==> src/rtl/mbist_pkg.sv <==
package mbist_pkg;

   localparam logic [1:0] MODE_SIX     = 2'd0;
   localparam logic [1:0] MODE_WALK    = 2'd1;
   localparam logic [1:0] MODE_MERGED  = 2'd2;

   localparam logic [1:0] DIR_UP  = 2'd0;
   localparam logic [1:0] DIR_DN  = 2'd1;
   localparam logic [1:0] DIR_ANY = 2'd2;

   localparam int ELEM_W = 3;

   typedef struct packed {
      logic wr;
      logic inv;
   } op_t;

   localparam op_t OP_R0 = 2'b00;
   localparam op_t OP_R1 = 2'b01;
   localparam op_t OP_W0 = 2'b10;
   localparam op_t OP_W1 = 2'b11;

   typedef struct packed {
      logic [1:0]      dir;
      logic [1:0]      nops;
      op_t  [2:0]      ops;
   } elem_t;

   function automatic elem_t mk(logic [1:0] d, logic [1:0] n, op_t a, op_t b, op_t c);
      elem_t e;
      e.dir    = d;
      e.nops   = n;
      e.ops[0] = a;
      e.ops[1] = b;
      e.ops[2] = c;
      return e;
   endfunction

   function automatic elem_t elem_lookup(logic [1:0] mode, logic solid, logic [ELEM_W-1:0] idx);
      elem_t e;
      e = mk(DIR_UP, 2'd1, OP_W0, OP_R0, OP_R0);
      if (mode == MODE_SIX) begin
         case (idx)
            3'd1:    e = mk(DIR_UP, 2'd2, OP_R0, OP_W1, OP_R0);
            3'd2:    e = mk(DIR_DN, 2'd3, OP_R1, OP_W0, OP_R0);
            default: e = mk(DIR_UP, 2'd1, OP_W0, OP_R0, OP_R0);
         endcase
      end else if (mode == MODE_WALK) begin
         case (idx)
            3'd1:    e = mk(DIR_UP, 2'd3, OP_R0, OP_W1, OP_R1);
            3'd2:    e = mk(DIR_DN, 2'd3, OP_R1, OP_W0, OP_R0);
            3'd3:    e = mk(DIR_UP, 2'd1, OP_W1, OP_R0, OP_R0);
            3'd4:    e = mk(DIR_UP, 2'd3, OP_R1, OP_W0, OP_R0);
            3'd5:    e = mk(DIR_DN, 2'd3, OP_R0, OP_W1, OP_R1);
            default: e = mk(DIR_UP, 2'd1, OP_W0, OP_R0, OP_R0);
         endcase
      end else if (solid) begin
         case (idx)
            3'd1:    e = mk(DIR_UP,  2'd2, OP_R0, OP_W1, OP_R0);
            3'd2:    e = mk(DIR_UP,  2'd2, OP_R1, OP_W0, OP_R0);
            3'd3:    e = mk(DIR_DN,  2'd2, OP_R0, OP_W1, OP_R0);
            3'd4:    e = mk(DIR_DN,  2'd2, OP_R1, OP_W0, OP_R0);
            3'd5:    e = mk(DIR_ANY, 2'd1, OP_R0, OP_R0, OP_R0);
            default: e = mk(DIR_UP,  2'd1, OP_W0, OP_R0, OP_R0);
         endcase
      end else begin
         case (idx)
            3'd1:    e = mk(DIR_UP, 2'd2, OP_R0, OP_W1, OP_R0);
            3'd2:    e = mk(DIR_DN, 2'd2, OP_R1, OP_W0, OP_R0);
            default: e = mk(DIR_UP, 2'd1, OP_W0, OP_R0, OP_R0);
         endcase
      end
      return e;
   endfunction

   function automatic logic elem_is_down(logic [1:0] mode, logic solid, logic [ELEM_W-1:0] idx);
      elem_t e;
      e = elem_lookup(mode, solid, idx);
      return (e.dir == DIR_DN);
   endfunction

   function automatic logic [ELEM_W-1:0] elem_count(logic [1:0] mode, logic solid);
      if (mode == MODE_SIX)  return 3'd3;
      if (mode == MODE_WALK) return 3'd6;
      if (solid)             return 3'd6;
      return 3'd3;
   endfunction

endpackage

==> src/rtl/mbist_addr_gen.sv <==
module mbist_addr_gen #(
   parameter int DEPTH = 16,
   localparam int AW   = $clog2(DEPTH)
) (
   input  logic          clk,
   input  logic          rst_n,
   input  logic          load,
   input  logic          load_dn,
   input  logic          step,
   input  logic          cur_dn,
   output logic [AW-1:0] addr,
   output logic          at_last
);

   localparam logic [AW-1:0] TOP = AW'(DEPTH - 1);

   assign at_last = cur_dn ? (addr == '0) : (addr == TOP);

   always_ff @(posedge clk or negedge rst_n) begin
      if (!rst_n) begin
         addr <= '0;
      end else if (load) begin
         addr <= load_dn ? TOP : '0;
      end else if (step) begin
         addr <= cur_dn ? addr - 1'b1 : addr + 1'b1;
      end
   end

   AST_ADDR_ORDER: assert property (@(posedge clk) disable iff (!rst_n)
      (step && !load && !at_last) |=> (addr != $past(addr)) &&
         ((addr == $past(addr) + 1'b1) || (addr == $past(addr) - 1'b1)))
      else $error("address did not move by one");

endmodule

==> src/rtl/mbist_pattern.sv <==
module mbist_pattern #(
   parameter int DATA_W = 8,
   parameter int BGW    = 2
) (
   input  logic [BGW-1:0]    bg,
   input  logic              inv,
   output logic [DATA_W-1:0] data
);

   logic [BGW-1:0]    sh;
   logic [DATA_W-1:0] base;

   assign sh = bg - 1'b1;

   for (genvar i = 0; i < DATA_W; i++) begin : g_bit
      localparam logic [31:0] IDXV = 32'(i);
      assign base[i] = (bg == '0) ? 1'b0 : ~IDXV[sh];
   end

   assign data = base ^ {DATA_W{inv}};

endmodule

==> src/rtl/mbist_cmp.sv <==
module mbist_cmp #(
   parameter int DATA_W = 8,
   parameter int AW     = 4,
   parameter int EW     = 3,
   parameter int BGW    = 2
) (
   input  logic              clk,
   input  logic              rst_n,
   input  logic              clear,
   input  logic              rd_issue,
   input  logic [DATA_W-1:0] exp_in,
   input  logic [AW-1:0]     addr_in,
   input  logic [EW-1:0]     elem_in,
   input  logic [BGW-1:0]    bg_in,
   input  logic [DATA_W-1:0] rdata,
   output logic              fail,
   output logic [AW-1:0]     fail_addr,
   output logic [EW-1:0]     fail_elem,
   output logic [BGW-1:0]    fail_bg
);

   logic              pend_q;
   logic [DATA_W-1:0] exp_q;
   logic [AW-1:0]     addr_q;
   logic [EW-1:0]     elem_q;
   logic [BGW-1:0]    bg_q;
   logic              miss;

   assign miss = pend_q && (rdata != exp_q);

   always_ff @(posedge clk or negedge rst_n) begin
      if (!rst_n) begin
         pend_q <= 1'b0;
         exp_q  <= '0;
         addr_q <= '0;
         elem_q <= '0;
         bg_q   <= '0;
      end else begin
         pend_q <= rd_issue;
         if (rd_issue) begin
            exp_q  <= exp_in;
            addr_q <= addr_in;
            elem_q <= elem_in;
            bg_q   <= bg_in;
         end
      end
   end

   always_ff @(posedge clk or negedge rst_n) begin
      if (!rst_n) begin
         fail      <= 1'b0;
         fail_addr <= '0;
         fail_elem <= '0;
         fail_bg   <= '0;
      end else if (clear) begin
         fail      <= 1'b0;
         fail_addr <= '0;
         fail_elem <= '0;
         fail_bg   <= '0;
      end else if (miss && !fail) begin
         fail      <= 1'b1;
         fail_addr <= addr_q;
         fail_elem <= elem_q;
         fail_bg   <= bg_q;
      end
   end

   AST_MISS_FLAGS: assert property (@(posedge clk) disable iff (!rst_n)
      (pend_q && (rdata != exp_q) && !clear) |=> fail)
      else $error("miscompare not flagged");

   AST_FAIL_STICKY: assert property (@(posedge clk) disable iff (!rst_n)
      (fail && !clear) |=> fail)
      else $error("fail dropped without start");

   AST_CAPTURE_HOLD: assert property (@(posedge clk) disable iff (!rst_n)
      (fail && !clear) |=> ($stable(fail_addr) && $stable(fail_elem) && $stable(fail_bg)))
      else $error("captured location changed");

endmodule

==> src/rtl/mbist_ctrl.sv <==
module mbist_ctrl
   import mbist_pkg::*;
#(
   parameter int DATA_W = 8,
   parameter int DEPTH  = 16,
   localparam int AW    = $clog2(DEPTH),
   localparam int NBG   = $clog2(DATA_W) + 1,
   localparam int BGW   = $clog2(NBG)
) (
   input  logic              clk,
   input  logic              rst_n,
   input  logic              start,
   input  logic [1:0]        mode,
   output logic [AW-1:0]     mem_addr,
   output logic              mem_we,
   output logic [DATA_W-1:0] mem_wdata,
   input  logic [DATA_W-1:0] mem_rdata,
   output logic              done,
   output logic              fail,
   output logic [AW-1:0]     fail_addr,
   output logic [ELEM_W-1:0] fail_elem,
   output logic [BGW-1:0]    fail_bg
);

   if (DATA_W < 2 || (DATA_W & (DATA_W - 1)) != 0) begin : g_bad_width
      $error("DATA_W must be a power of two, at least 2");
   end
   if (DEPTH < 2) begin : g_bad_depth
      $error("DEPTH must be at least 2");
   end

   typedef enum logic [1:0] {ST_IDLE, ST_RUN, ST_DRAIN, ST_FIN} state_e;

   localparam logic [BGW-1:0] LAST_BG = BGW'(NBG - 1);

   state_e            state_q;
   logic [1:0]        mode_q;
   logic [BGW-1:0]    bg_q;
   logic [ELEM_W-1:0] elem_q;
   logic [1:0]        op_q;

   elem_t             cur;
   op_t               cur_op;
   logic              solid;
   logic              run;
   logic              start_acc;
   logic              last_op, last_elem, last_bg, at_last;
   logic              nxt_solid;
   logic [ELEM_W-1:0] nxt_idx;
   logic              ag_load, ag_load_dn, ag_step;
   logic [DATA_W-1:0] pat;

   assign solid     = (bg_q == '0);
   assign cur       = elem_lookup(mode_q, solid, elem_q);
   assign cur_op    = cur.ops[op_q];
   assign run       = (state_q == ST_RUN);
   assign start_acc = (state_q == ST_IDLE) && start;

   assign last_op   = (op_q == cur.nops - 2'd1);
   assign last_elem = (elem_q == elem_count(mode_q, solid) - 3'd1);
   assign last_bg   = (bg_q == LAST_BG);

   assign nxt_solid = last_elem ? 1'b0 : solid;
   assign nxt_idx   = last_elem ? '0 : elem_q + 3'd1;

   assign ag_load    = start_acc || (run && last_op && at_last && !(last_elem && last_bg));
   assign ag_load_dn = start_acc ? elem_is_down(mode, 1'b1, '0)
                                 : elem_is_down(mode_q, nxt_solid, nxt_idx);
   assign ag_step    = run && last_op && !at_last;

   mbist_addr_gen #(.DEPTH(DEPTH)) u_addr (
      .clk     (clk),
      .rst_n   (rst_n),
      .load    (ag_load),
      .load_dn (ag_load_dn),
      .step    (ag_step),
      .cur_dn  (cur.dir == DIR_DN),
      .addr    (mem_addr),
      .at_last (at_last)
   );

   mbist_pattern #(.DATA_W(DATA_W), .BGW(BGW)) u_pat (
      .bg   (bg_q),
      .inv  (cur_op.inv),
      .data (pat)
   );

   assign mem_we    = run && cur_op.wr;
   assign mem_wdata = pat;
   assign done      = (state_q == ST_FIN);

   mbist_cmp #(.DATA_W(DATA_W), .AW(AW), .EW(ELEM_W), .BGW(BGW)) u_cmp (
      .clk       (clk),
      .rst_n     (rst_n),
      .clear     (start_acc),
      .rd_issue  (run && !cur_op.wr),
      .exp_in    (pat),
      .addr_in   (mem_addr),
      .elem_in   (elem_q),
      .bg_in     (bg_q),
      .rdata     (mem_rdata),
      .fail      (fail),
      .fail_addr (fail_addr),
      .fail_elem (fail_elem),
      .fail_bg   (fail_bg)
   );

   always_ff @(posedge clk or negedge rst_n) begin
      if (!rst_n) begin
         state_q <= ST_IDLE;
         mode_q  <= MODE_SIX;
         bg_q    <= '0;
         elem_q  <= '0;
         op_q    <= '0;
      end else begin
         case (state_q)
            ST_IDLE: begin
               if (start) begin
                  state_q <= ST_RUN;
                  mode_q  <= mode;
                  bg_q    <= '0;
                  elem_q  <= '0;
                  op_q    <= '0;
               end
            end
            ST_RUN: begin
               if (!last_op) begin
                  op_q <= op_q + 2'd1;
               end else begin
                  op_q <= '0;
                  if (at_last) begin
                     if (last_elem) begin
                        elem_q <= '0;
                        if (last_bg) state_q <= ST_DRAIN;
                        else         bg_q    <= bg_q + 1'b1;
                     end else begin
                        elem_q <= elem_q + 3'd1;
                     end
                  end
               end
            end
            ST_DRAIN: state_q <= ST_FIN;
            default:  state_q <= ST_IDLE;
         endcase
      end
   end

   AST_DONE_PULSE: assert property (@(posedge clk) disable iff (!rst_n)
      done |=> !done)
      else $error("done longer than one cycle");

   AST_BG_NO_REWIND: assert property (@(posedge clk) disable iff (!rst_n)
      (run && start) |=> (bg_q >= $past(bg_q)))
      else $error("start during run rewound the test");

   AST_DONE_AFTER_DRAIN: assert property (@(posedge clk) disable iff (!rst_n)
      $rose(done) |-> ($past(state_q) == ST_DRAIN))
      else $error("done without drain cycle");

endmodule

==> config.mk <==
export PLATFORM = sky130hd
export DESIGN_NAME = mbist_ctrl
export DESIGN_NICKNAME = d
export VERILOG_FILES = /design/src/rtl/mbist_pkg.sv /design/src/rtl/mbist_addr_gen.sv /design/src/rtl/mbist_pattern.sv /design/src/rtl/mbist_cmp.sv /design/src/rtl/mbist_ctrl.sv
export SDC_FILE = /design/constraint.sdc
export NUM_CORES = 1
export LEC_CHECK = 0
export ABC_AREA = 1
export BUFFER_PORTS_ARGS = -buffer_cell sky130_fd_sc_hd__buf_2
export CAP_MARGIN = 20
export CORE_MARGIN = 2
export CORE_UTILIZATION = 38
export CTS_CLUSTER_SIZE = 25
export DETAILED_ROUTE_END_ITERATION = 12
export GPL_TIMING_DRIVEN = 0
export PLACE_DENSITY = 0.61
export SKIP_CTS_REPAIR_TIMING = 1
export SYNTH_ARGS = -nofsm -noshare
export SYNTH_HDL_FRONTEND = slang
export SYNTH_SLANG_ARGS = --single-unit
export TNS_END_PERCENT = 5
==> constraint.sdc <==
create_clock -name clk -period 2.35 [get_ports clk]
set_input_delay 0.47 -clock clk [delete_from_list [all_inputs] [get_ports clk]]
set_output_delay 0.47 -clock clk [all_outputs]
set_load 0.02 [all_outputs]
# Word-level counts from Yosys, hierarchy flattened
# Cells that the tools add are included.
[op_classes]
n_reduce_logical = 27
addsub = 8
eq_ne = 27
n_lt_le_gt_ge = 2
mux = 86
bitwise_logic = 9
[op_table]
columns = ["operator", "count"]
rows = [
  ["$pmux W10 S5", 2],
  ["$pmux W9 S5", 2],
  ["$pmux W9 S2", 4],
  ["$mux W10", 6],
  ["$mux W3", 12],
  ["$mux W2", 14],
  ["$mux W1", 27],
  ["$mux W4", 6],
  ["$bmux W1 S2", 8],
  ["$eq A3 B2 Y1 const B", 4],
  ["$eq A3 B3 Y1 const B", 4],
  ["$logic_and A1 B1 Y1", 10],
  ["$eq A2 B1 Y1 const B", 4],
  ["$ne A2 B1 Y1 const B", 4],
  ["$ne A8 B8 Y1", 1],
  ["$not A1 Y1", 8],
  ["$pmux W2 S2", 2],
  ["$xor A8 B8 Y8", 1],
  ["$eq A2 B2 Y1 const B", 3],
  ["$eq A3 B1 Y1 const B", 2],
  ["$logic_not A2 Y1", 3],
  ["$lt A2 B6 Y1 const B", 1],
  ["$pmux W2 S3", 1],
  ["$pmux W3 S2", 1],
  ["other kinds (20)", 29],
]
[totals]
register_bits = 43
wordCells = 174
in_bits = 13
output_inout_bits = 24

# Logic depth before layout (Yosys ltp)
# Gate-level depths: netlist of the first run.
[depth]
ltp_word = 20
mapped_depth = 19
ltp_nobuf = 19

# Cells and area by module
# From an unflattened synthesis of the first run, not the netlist that was laid out.
[unflattened]
hier_cells = 399
area_unflattened_um2 = 3085.5
[by_module_without_submodules]
columns = ["mod", "cells_each", "instances", "area_each_um2"]
rows = [
  ["mbist_ctrl", 188, 1, 1370.1],
  ["mbist_cmp", 144, 1, 1237.4],
  ["mbist_addr_gen", 45, 1, 317.8],
  ["mbist_pattern", 22, 1, 160.2],
]

# Worst setup path before layout of the first run
# No wires, ideal clock.
[synth_timing]
path_kind = "register -> register"
start = "register bg_q[0]"
end = "register u_addr.addr[3]"
path_buffers = 1
period_less_slack_ns = 2.364
required_time_ns = 2.232
path_stages_with_launch = 20
arrival_time_ns = 2.246
setup_ns = 0.118
setup_slack_ns = -0.014
path_cell_list = "dfrtp_1 > inv_1 > ha_1 > buf_2 > inv_1 > nand2_1 > nand2_1 > inv_1 > nand2_2 > nand2_2 > inv_1 > ha_1 > a21oi_1 > nand2_1 > xor2_1 > xor2_1 > nand3_1 > nand2_1 > nand2_1 > nand2_1"
[synth_via]
elab_chain_cells = 19
elab_cells_between_ends = 47
[synth_lines]
columns = ["element", "line_no", "text"]
rows = [
  ["start, declared", "mbist_ctrl.sv:38", "logic [BGW-1:0] bg_q;"],
  ["start signal, assigned", "mbist_ctrl.sv:135", "else bg_q <= bg_q + 1'b1;"],
  ["$logic_not A2 Y1", "mbist_ctrl.sv:53", "assign solid = (bg_q == '0);"],
  ["$mux W1 (2 in a row)", "mbist_pkg.sv:85", "if (solid) return 3'd6;"],
  ["$mux W1", "mbist_pkg.sv:84", "if (mode == MODE_WALK) return 3'd6;"],
  ["$mux W3", "mbist_pkg.sv:86", "return 3'd3;"],
  ["$mux W3", "mbist_pkg.sv:85", ""],
  ["$mux W3", "mbist_pkg.sv:84", ""],
  ["$sub A3 B1 Y3", "mbist_ctrl.sv:60", "assign last_elem = (elem_q == elem_count(mode_q, solid) - 3'd1);"],
  ["$eq A3 B3 Y1", "mbist_ctrl.sv:60", ""],
  ["(+2 left out)", "-", ""],
  ["$pmux W10 S5 or $pmux W9 S2 (tied branches)", "mbist_pkg.sv:58, mbist_pkg.sv:67", ""],
  ["$mux W10", "mbist_pkg.sv:57", "end else if (solid) begin"],
  ["$mux W10", "mbist_pkg.sv:48", "end else if (mode == MODE_WALK) begin"],
  ["$mux W10", "mbist_pkg.sv:42", "if (mode == MODE_SIX) begin"],
  ["$eq A2 B1 Y1", "mbist_pkg.sv:79", "return (e.dir == DIR_DN);"],
  ["$mux W1", "mbist_ctrl.sv:67", "assign ag_load_dn = start_acc ? elem_is_down(mode, 1'b1, '0)"],
  ["$mux W4", "mbist_addr_gen.sv:23", "addr <= load_dn ? TOP : '0;"],
  ["$mux W4", "mbist_addr_gen.sv:22", "end else if (load) begin"],
  ["end signal, assigned", "mbist_addr_gen.sv:23", ""],
  ["end signal, assigned", "mbist_addr_gen.sv:25", "addr <= cur_dn ? addr - 1'b1 : addr + 1'b1;"],
  ["end, declared", "mbist_addr_gen.sv:11", "output logic [AW-1:0] addr,"],
]
# Parallel ways exist; a longest one is shown, timed or not. The select of a mux whose other input is x is not followed.
# A chain may end at the register's enable or synchronous reset.

# Worst setup path in the final report of the first run
[layout_timing]
start = "register elem_q[0]"
end = "output mem_wdata[4]"
[layout_via]
elab_chain_cells = 8
elab_cells_between_ends = 15
[layout_lines]
columns = ["element", "line_no", "text"]
rows = [
  ["start, declared", "mbist_ctrl.sv:39", "logic [ELEM_W-1:0] elem_q;"],
  ["start signal, assigned", "mbist_ctrl.sv:137", "elem_q <= elem_q + 3'd1;"],
  ["$eq A3 B3 Y1 (tied with other cells)", "mbist_pkg.sv:49, mbist_pkg.sv:58", ""],
  ["$pmux W10 S5 or $pmux W9 S2 (tied branches)", "mbist_pkg.sv:58, mbist_pkg.sv:67", ""],
  ["$mux W10", "mbist_pkg.sv:57", ""],
  ["$mux W10", "mbist_pkg.sv:48", ""],
  ["$mux W10 (*)", "mbist_pkg.sv:42", ""],
  ["$bmux W2 S2 (*)", "mbist_ctrl.sv:55", "assign cur_op = cur.ops[op_q];"],
  ["$mux W2 (implied by the code) (*)", "mbist_ctrl.sv:55", ""],
  ["$xor A8 B8 Y8 (*)", "mbist_pattern.sv:20", "assign data = base ^ {DATA_W{inv}};"],
  ["end, declared", "mbist_ctrl.sv:16", "output logic [DATA_W-1:0] mem_wdata,"],
]
# Every way passes the cells marked *; elsewhere a longest branch is shown, timed or not. The select of a mux whose other input is x is not followed.

==> impl_metrics.yaml, run 1 <==
setup_path:
  critPathCaptureType: "primary output"
  r2r-end: "u_addr.addr[3]$_DFFE_PN0P_"
  critPathArrivalTime_ns: 2.24
  regToRegSetupSlack_ns: -0.25
  crit_cells: 13
  crit_top_cell: "nand2_8"
  worstSetupPathType: "reg -> out"
  crit_family: "flip-flops"
  rr_worst_depth: 17
  setup.worst_path.start: "elem_q[0]$_DFFE_PN0P_"
  start_kind: "flip-flop"
  critical_path.cell_chain: "buf_6 -> ha_4 -> nand2_8 -> nand2_8 -> nand2_2 -> o21ai_1 -> nand2_1 -> nand2_2 -> o21ai_4 -> buf_12 -> nand2_8 -> xor2_4 -> buf_6"
  crit_path_max_fanout: 7
  timing.critical_path.slowest_stage_cell: "dfrtp_2"
  worst_path_largest_cell_delay_ns: 0.48
  timing.critical_path.required_ns: 1.88
  worstSetupEndpoint: "mem_wdata[4]"
  rr_startpoint: "bg_q[1]$_DFFE_PN0P_"
  worst-path-buf-inv: 3
clocking:
  cts_tree: "done"
  cts_buffer_count: 5
  cts.path.max_buffers: 2
  clock_latency_ns: 0.30
  cts_num_sinks: 43
  root_buffer: "clkbuf_8"
  clock_tree.htree_level_count: 2
  clkSlewWorstSetupHoldPaths_ns: 0.09
floorplanning:
  chipWidth_um: 92.2
  die_area_um2: 8500
  num_rows: 32
  die_height_um: 92.2
  initial_core_util_pct: 38.6
  io_pins: 37
  core_um2: 7650
global_route:
  track_usage_pct: 16.7
  grt_max_degree: 44
  grt_first_pass_wirelength_um: 11400
  grt_pass1_vias: 2467
  gr-total-overflow: 0
  number_of_antenna_violations_at_the_first_check_in_global_routing: 0
placement:
  pre_cts_slack_ns: -0.405
  place.detailed.instances: 519
  routabilityCongestion: 0.959
  detailed_place_hpwl_um: 5100
  port_buffers: 36
synthesis:
  mappedNetlistNets: 414
  synth_seq_cells: 43
  ys_seq_area_share_pct: 36.4
  netlist_top_cells_area: "dfrtp_1, nand2_1, ha_1"
  async_reset_ff_share_pct: 100
  number_of_flops_mapped_to_enable_cells_by_yosys: 0
  top_flip_flop_cell_by_instance_count_after_synthesis: "dfrtp_1"
  synthesis.instances: 381
  ys_warn_count: 0
  avgSynthCellArea_um2: 7.75
  netlist_area_um2: 2950
  synth_top_cell_by_area: "dfrtp_1"
  post_synth_num_cell_types: 38
  netlist.area_leader.share_pct: 36.4
timing:
  postLayoutSetupSlackWorst_ns: -0.359
  max_freq_ghz: 0.369
  final_min_period_ns: 2.71
  setup_repair_after_global_routing_missed_its_margin: "true"
  hold_viol: 0
  final_report_max_slew_violation_count: 0
  fin_skew_ns: 0.00757
  worst_slew_pin_slew_ns: 0.972
  hold_ws_ns: 0.315
  timing.final.setup_violations: 10
  fin_tns_setup_ns: -2.87
  final.period_utilization_pct: 115
  max-slew-margin-rel_pct: 35.2
power:
  vdd.ir_drop.worst_uv: 447
  fin_total_pwr_w: 0.00510
  power_per_cell_area_nw_per_um2: 1390
  cellLeakagePower_nw: 1.86
worst_hold_path:
  min_path_type: "in -> async"
route:
  first_pass_iters: 4
  drt_iter0_drc: 121
  postRouteAntennaNets: 0
  wirelength_um: 6910
  route.detailed.vias_per_inst: 4.94
  routed-via-count: 2700
  drt_drc_violations_left: 0
  routed_wire_length_per_instance_um: 12.6
cells_and_area:
  finalNetCount: 477
  diodes: 0
  area_delta_synth_final_pct: 24.7
  layout-drive-gt1-share_pct: 30.6
  mostFrequentLayoutCells: "nand2_1, nand3_1, dfrtp_1"
  area.sequential_um2: 1080
  multi_input_area_um2: 1780
  layoutNonFillerInstCount: 547
  fillers: 765
  layout.cells.most_common: "nand2_1"
run_status:
  run_status: "complete, but fails checks"
  failed_checks: "negative setup slack"
job:
  maxCapViolations: 0
[how the worst min path moves through the flow]
stage / depth (start not counted) / start / slack, ns / endpoint
3_3_place_gp: 2 / u_cmp.exp_q[7]$_DFFE_PN0P_ / 0.48 / u_cmp.exp_q[7]$_DFFE_PN0P_
2_1_floorplan: 0 / rst_n / 0.17 / bg_q[0]$_DFFE_PN0P_
5_1_grt: 3 / mode[0] / 0.36 / mode_q[0]$_DFFE_PN0P_
6_report: 1 / rst_n / 0.32 / mode_q[1]$_DFFE_PN0P_
3_5_place_dp: 2 / u_cmp.exp_q[7]$_DFFE_PN0P_ / 0.48 / u_cmp.exp_q[7]$_DFFE_PN0P_
4_1_cts: 1 / rst_n / 0.35 / mode_q[1]$_DFFE_PN0P_
[worst register-to-register path, delay by kind of cell (launching register included)]
family          cells  cell delay (ns)
xor+xnor            2             0.33
compound gates      1             0.15
buf+inv             3             0.30
simple gates        9             0.91
fa+ha+maj           2             0.46
flops               1             0.42
[cells by family after synthesis]
group                      count (synthesis)  synth area share [%]
xor gates and xnor gates                  13                  4.62
AOI/OAI and AO/OA                         44                  8.13
DFF                                       43                  36.4
buffers and inverters                     49                  7.07
adders and majority gates                 20                  8.73
and+or+nand+nor                          212                  35.0
[routing by layer]
layer	track usage (%)	share of wire [%]	routed length (um)
met1	22.1	46	3180
met2	28.6	49	3390
met3	2.79	4.0	278
met4	3.48	0.91	63
met5	0	0	0
[synthesized netlist by cell type, types with 5 or more instances]
| cell type | count |
|---|---|
| o21ai_0 | 19 |
| nand4_1 | 10 |
| ha_1 | 19 |
| inv_1 | 35 |
| nand2_1 | 110 |
| nor2_1 | 14 |
| xor2_1 | 7 |
| nand3_2 | 5 |
| buf_2 | 5 |
| nand2_2 | 13 |
| nand3_1 | 43 |
| dfrtp_1 | 43 |
| a21oi_1 | 6 |
| o21ai_1 | 15 |
[metrics by stage]
| step | area, um2 | utilization, % |
|---|---|---|
| final | 3680 | 48.2 |
| after global placement | 3260 | 42.7 |
| after detailed placement | 3260 | 42.7 |
| after floorplan | 2960 | - |
| after CTS | 3360 | 43.9 |
| after global routing | 3680 | 48.2 |
[where the power goes]
part	total, W	switching, W	internal, W
clock	0.000500	0.000287	0.000213
combinational	0.00338	0.00208	0.00130
sequential	0.00122	0.000207	0.00101
[flip-flops by register name (all words and copies together), names as in the netlist]
signal,cells
bg_q,2
elem_q,3
mode_q,2
op_q,2
state_q,2
u_addr.addr,4
u_cmp.addr_q,4
u_cmp.bg_q,2
u_cmp.elem_q,3
u_cmp.exp_q,8
u_cmp.fail,1
u_cmp.fail_addr,4
u_cmp.fail_bg,2
u_cmp.fail_elem,3
u_cmp.pend_q,1
[layout make-up]
| class | count | area share (%) |
|---|---|---|
| sequential | 43 | 29.3 |
| timing repair buffer | 55 | 10.4 |
| multi-input combinational | 290 | 48.2 |
| clock inverter | 3 | 0.646 |
| inverter | 39 | 4.38 |
| buffer | 10 | 1.66 |
| tap | 102 | 3.47 |
| clock buffer | 5 | 1.87 |
Power figures use the tool's default switching activity.
==> run 2, diff against run 1 <==
CORE_MARGIN = 3   (was 2)
CTS_BUF_LIST = sky130_fd_sc_hd__clkbuf_4 sky130_fd_sc_hd__clkbuf_8   (was default)
==> impl_metrics.yaml, run 2 (same netlist as run 1, synthesis figures left out) <==
run_status:
  run_status: "complete, but fails checks"
  failed_checks: "negative setup slack"
power:
  fin_total_pwr_w: 0.00528
  power_per_cell_area_nw_per_um2: 1390
  cellLeakagePower_nw: 1.88
  vdd.ir_drop.worst_uv: 545
placement:
  routabilityCongestion: 0.928
  port_buffers: 36
  detailed_place_hpwl_um: 5130
  pre_cts_slack_ns: -0.411
cells_and_area:
  finalNetCount: 481
  diodes: 0
  top_register: "u_cmp.exp_q"
  layout.cells.most_common: "nand2_1"
  area_delta_synth_final_pct: 28.4
  mostFrequentLayoutCells: "nand2_1, nand3_1, dfrtp_1"
  largest_register_ff_count: 8
  final_core_utilization_pct: 51.2
  layout-drive-gt1-share_pct: 31.4
setup_path:
  critPathCaptureType: "primary output"
  worstSetupPathType: "reg -> out"
  worstSetupEndpoint: "mem_wdata[2]"
  regToRegSetupSlack_ns: -0.19
  crit_path_max_fanout: 6
  critPathArrivalTime_ns: 2.27
  start_kind: "flip-flop"
  rr_worst_depth: 17
  setup.worst_path.start: "elem_q[0]$_DFFE_PN0P_"
  timing.critical_path.required_ns: 1.88
  rr_startpoint: "elem_q[1]$_DFFE_PN0P_"
  r2r-end: "u_addr.addr[3]$_DFFE_PN0P_"
timing:
  fin_skew_ns: 0.0133
  postLayoutSetupSlackWorst_ns: -0.385
  final_min_period_ns: 2.74
  max_freq_ghz: 0.366
  hold_ws_ns: 0.0262
  max-slew-margin-rel_pct: 70.5
  fin_tns_setup_ns: -3.15
  timing.final.setup_violations: 10
  worst_slew_pin_slew_ns: 0.443
  hold_viol: 0
  final.period_utilization_pct: 116
  final_report_max_slew_violation_count: 0
  setup_repair_after_global_routing_missed_its_margin: "true"
route:
  postRouteAntennaNets: 0
  drt_iter0_drc: 155
  routed-via-count: 2716
  drt_drc_violations_left: 0
  routed_wire_length_per_instance_um: 12.9
  wirelength_um: 7080
  route.detailed.vias_per_inst: 4.96
  first_pass_iters: 4
floorplanning:
  io_pins: 37
  num_rows: 31
  initial_core_util_pct: 39.9
  core_um2: 7410
  die_area_um2: 8870
  die_height_um: 94.2
  chipWidth_um: 94.2
clocking:
  clock_tree.htree_level_count: 2
  cts.path.max_buffers: 2
  root_buffer: "clkbuf_8"
  clkSlewWorstSetupHoldPaths_ns: 0.10
  cts_buffer_count: 5
  clock_latency_ns: 0.31
  cts_tree: "done"
  cts_num_sinks: 43
global_route:
  grt_first_pass_wirelength_um: 11500
  number_of_antenna_violations_at_the_first_check_in_global_routing: 0
  use_met2_pct: 26.8
  track_usage_pct: 16.2
  gr-total-overflow: 0
  grt_max_degree: 44
  grt_most_used_layer: "met2"
  groute.layer.met3.usage_pct: 3.13
  grt_pass1_vias: 2538
  grtUsageMet1_pct: 21.0
job:
  maxCapViolations: 0
worst_hold_path:
  min_path_type: "in -> async"
## run 2: final cells by class
type | count | area, um2
inverters | 39 | 165
clock buffers | 5 | 68.8
plain buffers | 10 | 61.3
repair buffers | 59 | 432
clock inverters | 3 | 23.8
multi-input cells | 290 | 1840
flip-flops and latches | 43 | 1080
well taps | 99 | 124
fillers | 699 | 3610
## run 2: routing by layer
| layer | share of wire [%] | wire length (um) |
|---|---|---|
| met1 | 46 | 3220 |
| met2 | 49 | 3460 |
| met3 | 3.7 | 264 |
| met4 | 1.9 | 138 |
| met5 | 0 | 0 |
## run 2: worst min path at each step
stage / start / to / cells after the start
2_1_floorplan: rst_n / bg_q[0]$_DFFE_PN0P_ / 0
3_3_place_gp: u_cmp.exp_q[7]$_DFFE_PN0P_ / u_cmp.exp_q[7]$_DFFE_PN0P_ / 2
3_5_place_dp: u_cmp.addr_q[2]$_DFFE_PN0P_ / u_cmp.addr_q[2]$_DFFE_PN0P_ / 2
4_1_cts: rst_n / mode_q[1]$_DFFE_PN0P_ / 1
5_1_grt: rst_n / mode_q[1]$_DFFE_PN0P_ / 1
6_report: rst_n / mode_q[1]$_DFFE_PN0P_ / 1
## run 2: report_power, final
part | switching [W] | internal, W
Clock | 0.000295 | 0.000213
Combinational | 0.00214 | 0.00141
Sequential | 0.000215 | 0.00102
## run 2: stage by stage
stage	cells	cell area [um2]
3_3_place_gp	516	3260
5_1_grt	548	3790
4_1_cts	524	3350
2_1_floorplan	381	2960
6_report	548	3790
3_5_place_dp	516	3260
## run 2: critical path, stage by stage, from the launching register on
cell and delay [ns]:
dfrtp_2 0.45, clkinvlp_4 0.16, ha_4 0.19, inv_2 0.06
nor2_2 0.04, a21oi_1 0.11, o21ai_1 0.08, nand2_1 0.07
nand2_2 0.07, o21ai_4 0.17, buf_12 0.14, nand2_8 0.09
xor2_4 0.17, buf_6 0.14
==> run 3, diff against run 2 <==
MAX_ROUTING_LAYER = met4   (was default)
==> impl_metrics.yaml, run 3 (same netlist as run 1, synthesis figures left out) <==
setup_path:
  timing.critical_path.required_ns: 1.88
  crit_path_max_fanout: 6
  start_kind: "flip-flop"
  worstSetupPathType: "reg -> out"
  critPathArrivalTime_ns: 2.27
  critPathCaptureType: "primary output"
cells_and_area:
  layout.cells.most_common: "nand2_1"
  diodes: 0
  final_core_utilization_pct: 50.3
  layout-drive-gt1-share_pct: 31.2
  largest_register_ff_count: 8
  mostFrequentLayoutCells: "nand2_1, nand3_1, dfrtp_1"
  top_register: "u_cmp.exp_q"
  finalNetCount: 478
  area_delta_synth_final_pct: 26.1
floorplanning:
  die_height_um: 94.2
  io_pins: 37
  num_rows: 31
  chipWidth_um: 94.2
  core_um2: 7410
  initial_core_util_pct: 39.9
  die_area_um2: 8870
timing:
  worst_slew_pin_slew_ns: 0.985
  final_report_max_slew_violation_count: 0
  fin_skew_ns: 0.00968
  hold_viol: 0
  setup_repair_after_global_routing_missed_its_margin: "true"
  final.period_utilization_pct: 117
  max-slew-margin-rel_pct: 34.3
  final_min_period_ns: 2.74
  max_freq_ghz: 0.364
  postLayoutSetupSlackWorst_ns: -0.394
  timing.final.setup_violations: 10
  fin_tns_setup_ns: -3.27
global_route:
  grt_max_degree: 44
  number_of_antenna_violations_at_the_first_check_in_global_routing: 0
  track_usage_pct: 16.6
  gr-total-overflow: 0
  grt_pass1_vias: 2438
  grt_first_pass_wirelength_um: 11400
clocking:
  root_buffer: "clkbuf_8"
  cts_tree: "done"
  cts_buffer_count: 5
  cts_num_sinks: 43
  clock_tree.htree_level_count: 2
  clock_latency_ns: 0.31
  cts.path.max_buffers: 2
  clkSlewWorstSetupHoldPaths_ns: 0.10
route:
  drt_drc_violations_left: 0
  first_pass_iters: 4
  routed_wire_length_per_instance_um: 13.1
  wirelength_um: 7140
  route.detailed.vias_per_inst: 4.87
  drt_iter0_drc: 190
  routed-via-count: 2652
  postRouteAntennaNets: 0
worst_hold_path:
  min_path_type: "in -> async"
run_status:
  failed_checks: "negative setup slack"
  run_status: "complete, but fails checks"
placement:
  detailed_place_hpwl_um: 5160
  port_buffers: 36
  pre_cts_slack_ns: -0.372
  routabilityCongestion: 0.968
power:
  vdd.ir_drop.worst_uv: 373
  power_per_cell_area_nw_per_um2: 1410
  cellLeakagePower_nw: 1.86
job:
  maxCapViolations: 0
## run 3: where the power goes
part / switching (W) / internal [W] / leakage [nW] / total [W]
clock network: 0.000294 / 0.000213 / 0.0408 / 0.000507
logic: 0.00213 / 0.00139 / 1.25 / 0.00352
registers: 0.000208 / 0.00102 / 0.566 / 0.00122
total: 0.00263 / 0.00262 / 1.86 / 0.00525
## run 3: path summary, 6_finish.rpt
path	start	endpoint	slack, ns	cells after the start
worst min register to register	u_cmp.exp_q[7]$_DFFE_PN0P_	u_cmp.exp_q[7]$_DFFE_PN0P_	0.50	2
min in group clk	mode[1]	mode_q[1]$_DFFE_PN0P_	0.36	3
worst max-delay path	elem_q[0]$_DFFE_PN0P_	mem_wdata[4]	-0.39	12
max in group asynchronous	rst_n	bg_q[1]$_DFFE_PN0P_	1.36	1
worst max register to register	elem_q[0]$_DFFE_PN0P_	u_addr.addr[3]$_DFFE_PN0P_	-0.15	18
worst min-delay path	rst_n	mode_q[0]$_DFFE_PN0P_	0.32	1
## run 3: layer usage
metal | part of all wire (%) | GRT usage [%]
met5 | 0 | -
met4 | 2.5 | 7.10
met3 | 4.7 | 2.96
met2 | 48 | 26.3
met1 | 45 | 21.0
## run 3: critical path, stage by stage (launching register included)
cell,delay (ns)
dfrtp_2,0.45
buf_4,0.16
ha_4,0.17
nand2_4,0.10
nand2_4,0.08
buf_4,0.15
nand3_1,0.08
nand2_2,0.07
o21ai_4,0.16
buf_12,0.14
nand2_8,0.08
xor2_4,0.16
buf_6,0.14
## run 3: area by class of cell
cell class,instances,area [um2]
fill,727,3680
multi-input combinational,290,1800
sequential,43,1080
timing repair buffer,56,399
inverter,39,163
tap,99,124
clock buffer,5,68.8
buffer,10,61.3
clock inverter,3,23.8
## run 3: per-stage QoR
stage | hold WS [ns] | cell area (um2) | total power, W | std cells
6_report | 0.317 | 3720 | 0.00525 | 545
4_1_cts | 0.349 | 3350 | 0.00469 | 524
5_1_grt | 0.366 | 3720 | 0.00575 | 545
3_3_place_gp | 0.477 | 3260 | 0.00413 | 516
3_5_place_dp | 0.479 | 3260 | 0.00417 | 516
2_1_floorplan | 0.174 | 2960 | 0.00345 | 381
